`config.mk`:
```
export PLATFORM = sky130hd
export DESIGN_NAME = rxf_dest_filter
export DESIGN_NICKNAME = d
export VERILOG_FILES = /design/src/rtl/rxf_pkg.sv /design/src/rtl/rxf_seq.sv /design/src/rtl/rxf_hash.sv /design/src/rtl/rxf_cmp.sv /design/src/rtl/rxf_dest_filter.sv
export SDC_FILE = /design/constraint.sdc
export NUM_CORES = 1
export LEC_CHECK = 0
export BUFFER_PORTS_ARGS = -buffer_cell sky130_fd_sc_hd__buf_2
export CAP_MARGIN = 20
export CORE_MARGIN = 2
export CORE_UTILIZATION = 40
export CTS_CLUSTER_SIZE = 30
export DETAILED_ROUTE_END_ITERATION = 7
export PLACE_DENSITY_LB_ADDON = 0.08
export SETUP_SLACK_MARGIN = 0.5
export SLEW_MARGIN = 10
export SYNTH_ARGS = -nofsm -noshare
export SYNTH_HDL_FRONTEND = slang
export SYNTH_SLANG_ARGS = --single-unit
export TNS_END_PERCENT = 100
```
`constraint.sdc`:
```
create_clock -name clk -period 4.7 [get_ports clk]
set_input_delay 1.175 -clock clk [delete_from_list [all_inputs] [get_ports clk]]
set_output_delay 1.175 -clock clk [all_outputs]
set_load 0.01 [all_outputs]
```
`src/rtl/rxf_pkg.sv`:
```
package rxf_pkg;

  localparam int CRC_W = 32;
  localparam logic [CRC_W-1:0] CRC_POLY = 32'h04C1_1DB6;

  // Positions in the receive configuration byte
  localparam int CFG_BCAST_BIT   = 2;
  localparam int CFG_MCAST_BIT   = 3;
  localparam int CFG_PROMISC_BIT = 4;

  // One byte through the serial hash, bit 0 first
  function automatic logic [CRC_W-1:0] crc_byte(input logic [CRC_W-1:0] c_in,
                                                input logic [7:0] d);
    logic [CRC_W-1:0] c;
    logic fb;
    c = c_in;
    for (int b = 0; b < 8; b++) begin
      fb = c[CRC_W-1] ^ d[b];
      c  = c << 1;
      if (fb) c = (c ^ CRC_POLY) | {{(CRC_W-1){1'b0}}, 1'b1};
    end
    return c;
  endfunction

endpackage

```
`src/rtl/rxf_seq.sv`:
```
module rxf_seq #(
  parameter int ADDR_BYTES = 6,
  parameter int CFG_W      = 8,
  localparam int CNT_W     = $clog2(ADDR_BYTES + 1)
) (
  input  logic             clk,
  input  logic             rst_n,
  input  logic             byte_valid,
  input  logic             byte_first,
  input  logic [CFG_W-1:0] cfg_in,
  output logic             take,
  output logic [CNT_W-1:0] idx,
  output logic [CFG_W-1:0] cfg_eff
);

  logic [CNT_W-1:0] cnt_q, cnt_n;
  logic [CFG_W-1:0] cfg_q, cfg_n;

  // A byte is taken on a frame start, or while an address is still open
  always_comb begin
    take    = byte_valid && (byte_first ||
              (cnt_q != '0 && cnt_q < CNT_W'(ADDR_BYTES)));
    idx     = byte_first ? '0 : cnt_q;
    cnt_n   = take ? idx + CNT_W'(1) : cnt_q;
    cfg_n   = (byte_valid && byte_first) ? cfg_in : cfg_q;
    cfg_eff = (byte_valid && byte_first) ? cfg_in : cfg_q;
  end

  always_ff @(posedge clk or negedge rst_n) begin
    if (!rst_n) begin
      cnt_q <= '0;
      cfg_q <= '0;
    end else begin
      cnt_q <= cnt_n;
      cfg_q <= cfg_n;
    end
  end

  // the byte counter never runs past the address length
  p_cnt_bound_r9: assert property (@(posedge clk) disable iff (!rst_n)
    cnt_q <= CNT_W'(ADDR_BYTES));

  // the configuration copy moves only on a frame start
  p_cfg_hold_r8: assert property (@(posedge clk) disable iff (!rst_n)
    !(byte_valid && byte_first) |=> $stable(cfg_q));

endmodule

```
`src/rtl/rxf_hash.sv`:
```
module rxf_hash
  import rxf_pkg::*;
#(
  parameter int HASH_BITS = 6
) (
  input  logic                 clk,
  input  logic                 rst_n,
  input  logic                 take,
  input  logic                 first,
  input  logic [7:0]           data,
  output logic [HASH_BITS-1:0] hash_idx
);

  logic [CRC_W-1:0] crc_q, crc_base, crc_n;

  always_comb begin
    crc_base = first ? '1 : crc_q;
    crc_n    = crc_byte(crc_base, data);
    hash_idx = crc_n[CRC_W-1 -: HASH_BITS];
  end

  always_ff @(posedge clk or negedge rst_n) begin
    if (!rst_n) begin
      crc_q <= '1;
    end else if (take) begin
      crc_q <= crc_n;
    end
  end

  // the running hash only moves when an address byte is taken
  p_crc_hold_r7: assert property (@(posedge clk) disable iff (!rst_n)
    !take |=> $stable(crc_q));

endmodule

```
`src/rtl/rxf_cmp.sv`:
```
module rxf_cmp #(
  parameter int ADDR_BYTES = 6,
  localparam int CNT_W     = $clog2(ADDR_BYTES + 1),
  localparam int ADDR_W    = 8 * ADDR_BYTES
) (
  input  logic              clk,
  input  logic              rst_n,
  input  logic              take,
  input  logic              first,
  input  logic [CNT_W-1:0]  idx,
  input  logic [7:0]        data,
  input  logic [ADDR_W-1:0] station,
  output logic              ones_n,
  output logic              stn_n,
  output logic              grp_n
);

  logic ones_q, stn_q, grp_q;
  logic [7:0] stn_byte;

  always_comb begin
    stn_byte = station[8*idx +: 8];
    ones_n   = (first ? 1'b1 : ones_q) && (data == 8'hFF);
    stn_n    = (first ? 1'b1 : stn_q) && (data == stn_byte);
    grp_n    = first ? data[0] : grp_q;
  end

  always_ff @(posedge clk or negedge rst_n) begin
    if (!rst_n) begin
      ones_q <= 1'b0;
      stn_q  <= 1'b0;
      grp_q  <= 1'b0;
    end else if (take) begin
      ones_q <= ones_n;
      stn_q  <= stn_n;
      grp_q  <= grp_n;
    end
  end

  // an address that is all ones always carries the group bit
  p_ones_grp_r2: assert property (@(posedge clk) disable iff (!rst_n)
    ones_q |-> grp_q);

endmodule

```
`src/rtl/rxf_dest_filter.sv`:
```
module rxf_dest_filter
  import rxf_pkg::*;
#(
  parameter int ADDR_BYTES = 6,
  parameter int HASH_BITS  = 6,
  localparam int MASK_W    = 1 << HASH_BITS,
  localparam int ADDR_W    = 8 * ADDR_BYTES,
  localparam int CNT_W     = $clog2(ADDR_BYTES + 1)
) (
  input  logic              clk,
  input  logic              rst_n,
  input  logic              byte_valid,
  input  logic              byte_first,
  input  logic [7:0]        byte_data,
  input  logic [7:0]        rx_cfg,
  input  logic [MASK_W-1:0] mcast_mask,
  input  logic [ADDR_W-1:0] station_addr,
  output logic              decide_valid,
  output logic              decide_accept
);

  logic                 take;
  logic [CNT_W-1:0]     idx;
  logic [7:0]           cfg_eff;
  logic [HASH_BITS-1:0] hash_idx;
  logic                 ones_n, stn_n, grp_n;
  logic                 last, acc;
  logic                 valid_q, acc_q;
  logic                 cfg_unused;

  assign cfg_unused = ^{cfg_eff[7:5], cfg_eff[1:0]};

  rxf_seq #(.ADDR_BYTES(ADDR_BYTES), .CFG_W(8)) u_seq (
    .clk        (clk),
    .rst_n      (rst_n),
    .byte_valid (byte_valid),
    .byte_first (byte_first),
    .cfg_in     (rx_cfg),
    .take       (take),
    .idx        (idx),
    .cfg_eff    (cfg_eff)
  );

  rxf_hash #(.HASH_BITS(HASH_BITS)) u_hash (
    .clk      (clk),
    .rst_n    (rst_n),
    .take     (take),
    .first    (byte_first),
    .data     (byte_data),
    .hash_idx (hash_idx)
  );

  rxf_cmp #(.ADDR_BYTES(ADDR_BYTES)) u_cmp (
    .clk     (clk),
    .rst_n   (rst_n),
    .take    (take),
    .first   (byte_first),
    .idx     (idx),
    .data    (byte_data),
    .station (station_addr),
    .ones_n  (ones_n),
    .stn_n   (stn_n),
    .grp_n   (grp_n)
  );

  // Priority: promiscuous, broadcast, multicast hash, exact unicast
  always_comb begin
    last = take && (idx == CNT_W'(ADDR_BYTES - 1));
    if (cfg_eff[CFG_PROMISC_BIT])  acc = 1'b1;
    else if (ones_n)               acc = cfg_eff[CFG_BCAST_BIT];
    else if (grp_n)                acc = cfg_eff[CFG_MCAST_BIT] && mcast_mask[hash_idx];
    else                           acc = stn_n;
  end

  always_ff @(posedge clk or negedge rst_n) begin
    if (!rst_n) begin
      valid_q <= 1'b0;
      acc_q   <= 1'b0;
    end else begin
      valid_q <= last;
      acc_q   <= last && acc;
    end
  end

  assign decide_valid  = valid_q;
  assign decide_accept = acc_q;

  // accept is never raised without the strobe
  p_acc_strobe_r6: assert property (@(posedge clk) disable iff (!rst_n)
    !decide_valid |-> !decide_accept);

  // a frame opened in promiscuous mode is accepted
  p_promisc_r1: assert property (@(posedge clk) disable iff (!rst_n)
    (last && cfg_eff[CFG_PROMISC_BIT]) |=> decide_accept);

  generate
    if (ADDR_BYTES > 1) begin : g_pulse
      // a decision is a single-cycle pulse
      p_pulse_r6: assert property (@(posedge clk) disable iff (!rst_n)
        decide_valid |=> !decide_valid);
    end
  endgenerate

endmodule

```
==> results.json <==
{
  "layout-drive-gt1-share_pct": 38.4,
  "gp_congestion": 0.750,
  "synth_mux_area_share_pct": 16.4,
  "fin_util_pct": 49.9,
  "ys.flop_type": "dfstp_2",
  "route.detailed.wl_per_inst_um": 14.8,
  "async_reset_ff_share_pct": 100,
  "end_kind": "flop",
  "std_cell_rows": 36,
  "ir_drop_mv": 0.376,
  "dieArea_mm2": 0.0105,
  "power.internal_w": 0.00204,
  "first_pass_iters": 4,
  "power_leakage_nw": 2.05,
  "cts_resized": 0,
  "synth-adder-area-share_pct": 0.642,
  "coreArea_mm2": 0.00959,
  "antenna_found_initial": 0,
  "h-tree-depth": 2,
  "io-pin-count": 134,
  "cts_tree": "built",
  "nets": 691,
  "cts_buffers": 5,
  "grt_pass1_wl_mm": 15.9,
  "grt.overflow.total": 0,
  "synth_xor_area_share_pct": 23.3,
  "vias": 3383,
  "min_period_over_period_pct": 81.7,
  "ys_types": 48,
  "syn-num-nets": 574,
  "yosysWarnings": 0,
  "dp_hpwl_mm": 7.89,
  "pwr-share-clk_pct": 7.5,
  "hold_violations": 0,
  "viasPerCell": 4.90,
  "synthCells": 440,
  "cts.reportedPaths.clkPinSlew_ns": 0.09,
  "drc": 0,
  "maxCapViolCount": 0,
  "cts_root_buffer": "clkbuf_8",
  "io_buffers": 128,
  "critPathLaunchType": "input pin",
  "synth_top_family_by_area": "XOR/XNOR gates",
  "cp_max_fo": 28,
  "syn_to_final_growth_pct": 22.8,
  "finalMaxSlewViolations": 0,
  "diodes": 0,
  "clkLatencyLatePin_ns": 0.30,
  "p_switching_w": 0.00152,
  "status": "finished clean",
  "fillCellCount": 956,
  "crit_arrival_ns": 4.05,
  "seq_area_frac_synth_pct": 28.6,
  "postCtsHoldBufs": 0,
  "clk_path_buf_depth": 2,
  "p_sw_share_pct": 42.7,
  "hold_class": "reg -> reg",
  "synth-seq-cells": 43,
  "cts_num_sinks": 43,
  "max_freq_mhz": 260,
  "die_w_um": 103,
  "seqPwrFrac_pct": 23.0,
  "synthesis.area_per_instance_um2": 8.86,
  "first_global_vias": 3294,
  "power_density_mw_per_mm2": 744,
  "synth_area_mm2": 0.00390,
  "tns_ns": 0,
  "grtUsageTotal_pct": 19.2,
  "cts_setup_buffers": 0,
  "synth_edf_count": 0,
  "combPwrFrac_pct": 69.5,
  "die_height_um": 103,
  "synth_compound_area_share_pct": 12.4,
  "crit_required_ns": 4.91,
  "maxSlewHeadroom_pct": 34.9,
  "critical_path_class": "in -> reg",
  "finClkSkew_ns": 0.00882,
  "initial_core_util_pct": 40.6,
  "grt_max_degree": 63,
  "worst_pin_slew_ns": 0.977,
  "ant_nets": 0,
  "finalSetupViolations": 0,
  "postRouteWirelength_mm": 10.2,
  "rsz0062_at_grt": "no",
  "synth_simple_gate_area_share_pct": 14.8,
  "layout_min_cycle_time_ns": 3.84,
  "drt_iter0_drc": 105
}
## through the flow
stage                     std cells  hold slack (ns)  worst slack (ns)  power (W)  instance area [um2]
after global routing            691            0.506             0.644    0.00389                 4790
after floorplan                 440            0.451             0.994    0.00283                 3900
after global placement          682            0.464             0.593    0.00329                 4660
after detailed placement        682            0.472             0.527    0.00333                 4660
final                           691            0.482             0.859    0.00356                 4790
after CTS                       690            0.486             0.843    0.00362                 4770
## critical path: stages
cell	delay (ns)
buf_2	0.15
xnor2_1	0.28
xnor3_2	0.38
xnor2_4	0.81
mux2i_1	0.16
mux4_2	0.50
mux2i_1	0.24
a211oi_1	0.11
o31ai_1	0.24
## flip-flops by register name, indices dropped and copies added (netlist names)
signal	flops
u_seq.cnt_q	3
u_cmp.grp_q	1
decide_valid	1
u_hash.crc_q	32
u_seq.cfg_q	3
u_cmp.stn_q	1
decide_accept	1
u_cmp.ones_q	1
## layer usage
layer / up-vias / global-route usage [%] / part of all wire (%)
met5: - / 0 / 0
met4: 0 / 2.67 / 0.21
met3: 3 / 2.98 / 3.8
met2: 58 / 33.8 / 49
met1: 1584 / 25.5 / 47
li1: 1738 / - / -
## cell usage after synthesis (2+ instances only)
master    count  area [um2]
nand2b_1      4        25.0
clkbuf_1     19        71.3
o32a_1        2        20.0
ha_1          2        25.0
xor2_1       19         166
or3_1         4        25.0
nand4_1       3        18.8
dfrtp_1      11         275
a31oi_1       4        25.0
mux4_2        6         135
a311oi_1      3        26.3
nand2_1      54         203
nor2_1       45         169
inv_1         3        11.3
o31ai_1       2        15.0
mux2i_1      24         240
nor2b_1       8        50.1
a211o_1       3        26.3
buf_4         2        15.0
dfstp_2      32         841
o21ai_0      35         175
a21oi_1       8        40.0
o22ai_1       8        50.1
and3b_1       3        26.3
nor3_1        5        25.0
a211oi_1      7        52.6
buf_2         6        30.0
mux2_2       21         236
buf_1         2        7.51
xnor2_1      77         674
## area by class of cell
type,instances,area [um2],area share (%)
clock inverter,1,7.51,0.157
tap,133,166,3.48
clock buffer,7,96.3,2.01
sequential,43,1120,23.3
multi-input combinational,363,2640,55.2
timing repair buffer,140,743,15.5
inverter,4,15.0,0.314
## final timing paths
check	startpoint	to	slack (ns)	cells after the start
hold reg to reg	u_hash.crc_q[5]	u_hash.crc_q[5]	0.48	2
min in group asynchronous	rst_n	u_seq.cfg_q[3]	0.73	1
hold / removal	u_hash.crc_q[5]	u_hash.crc_q[5]	0.48	2
max in group asynchronous	rst_n	u_hash.crc_q[17]	3.44	2
setup / recovery	byte_data[1]	decide_accept	0.86	9
setup reg to reg	u_hash.crc_q[28]	decide_accept	1.30	9
## power groups by stage
stage | Clock, W | Sequential (W) | Combinational, W
5_1_grt | 0.000295 | 0.000844 | 0.00275
6_report | 0.000268 | 0.000820 | 0.00248
2_1_floorplan | 0 | 0.000728 | 0.00210
3_5_place_dp | 0 | 0.000829 | 0.00250
3_3_place_gp | 0 | 0.000824 | 0.00247
4_1_cts | 0.000282 | 0.000823 | 0.00251
## kinds of logic after synthesis
| group | count (synthesis) |
|---|---|
| buffers and inverters | 34 |
| AO/OA/AOI/OAI | 79 |
| flip-flops | 43 |
| AND/OR/NAND/NOR | 131 |
| XOR/XNOR | 99 |
| adder cells (fa/ha/maj) | 2 |
| multiplexers | 52 |
## placed cells by master (no fill, tap or decap), types with 2 or more instances in the layout
cell type / count
a211o_1: 3
a211oi_1: 7
a21oi_1: 8
a311oi_1: 3
a31oi_1: 4
and3b_1: 3
buf_2: 128
buf_4: 11
clkbuf_8: 7
dfrtp_1: 11
dfstp_2: 32
ha_1: 2
inv_1: 3
mux2_2: 21
mux2i_1: 24
mux4_2: 6
nand2_1: 54
nand2b_1: 4
nand4_1: 3
nor2_1: 45
nor2b_1: 8
nor3_1: 5
o21ai_0: 35
o22ai_1: 8
o31ai_1: 2
o32a_1: 2
or3_1: 4
xnor2_1: 77
xor2_1: 19
Power figures use the tool's default switching activity.
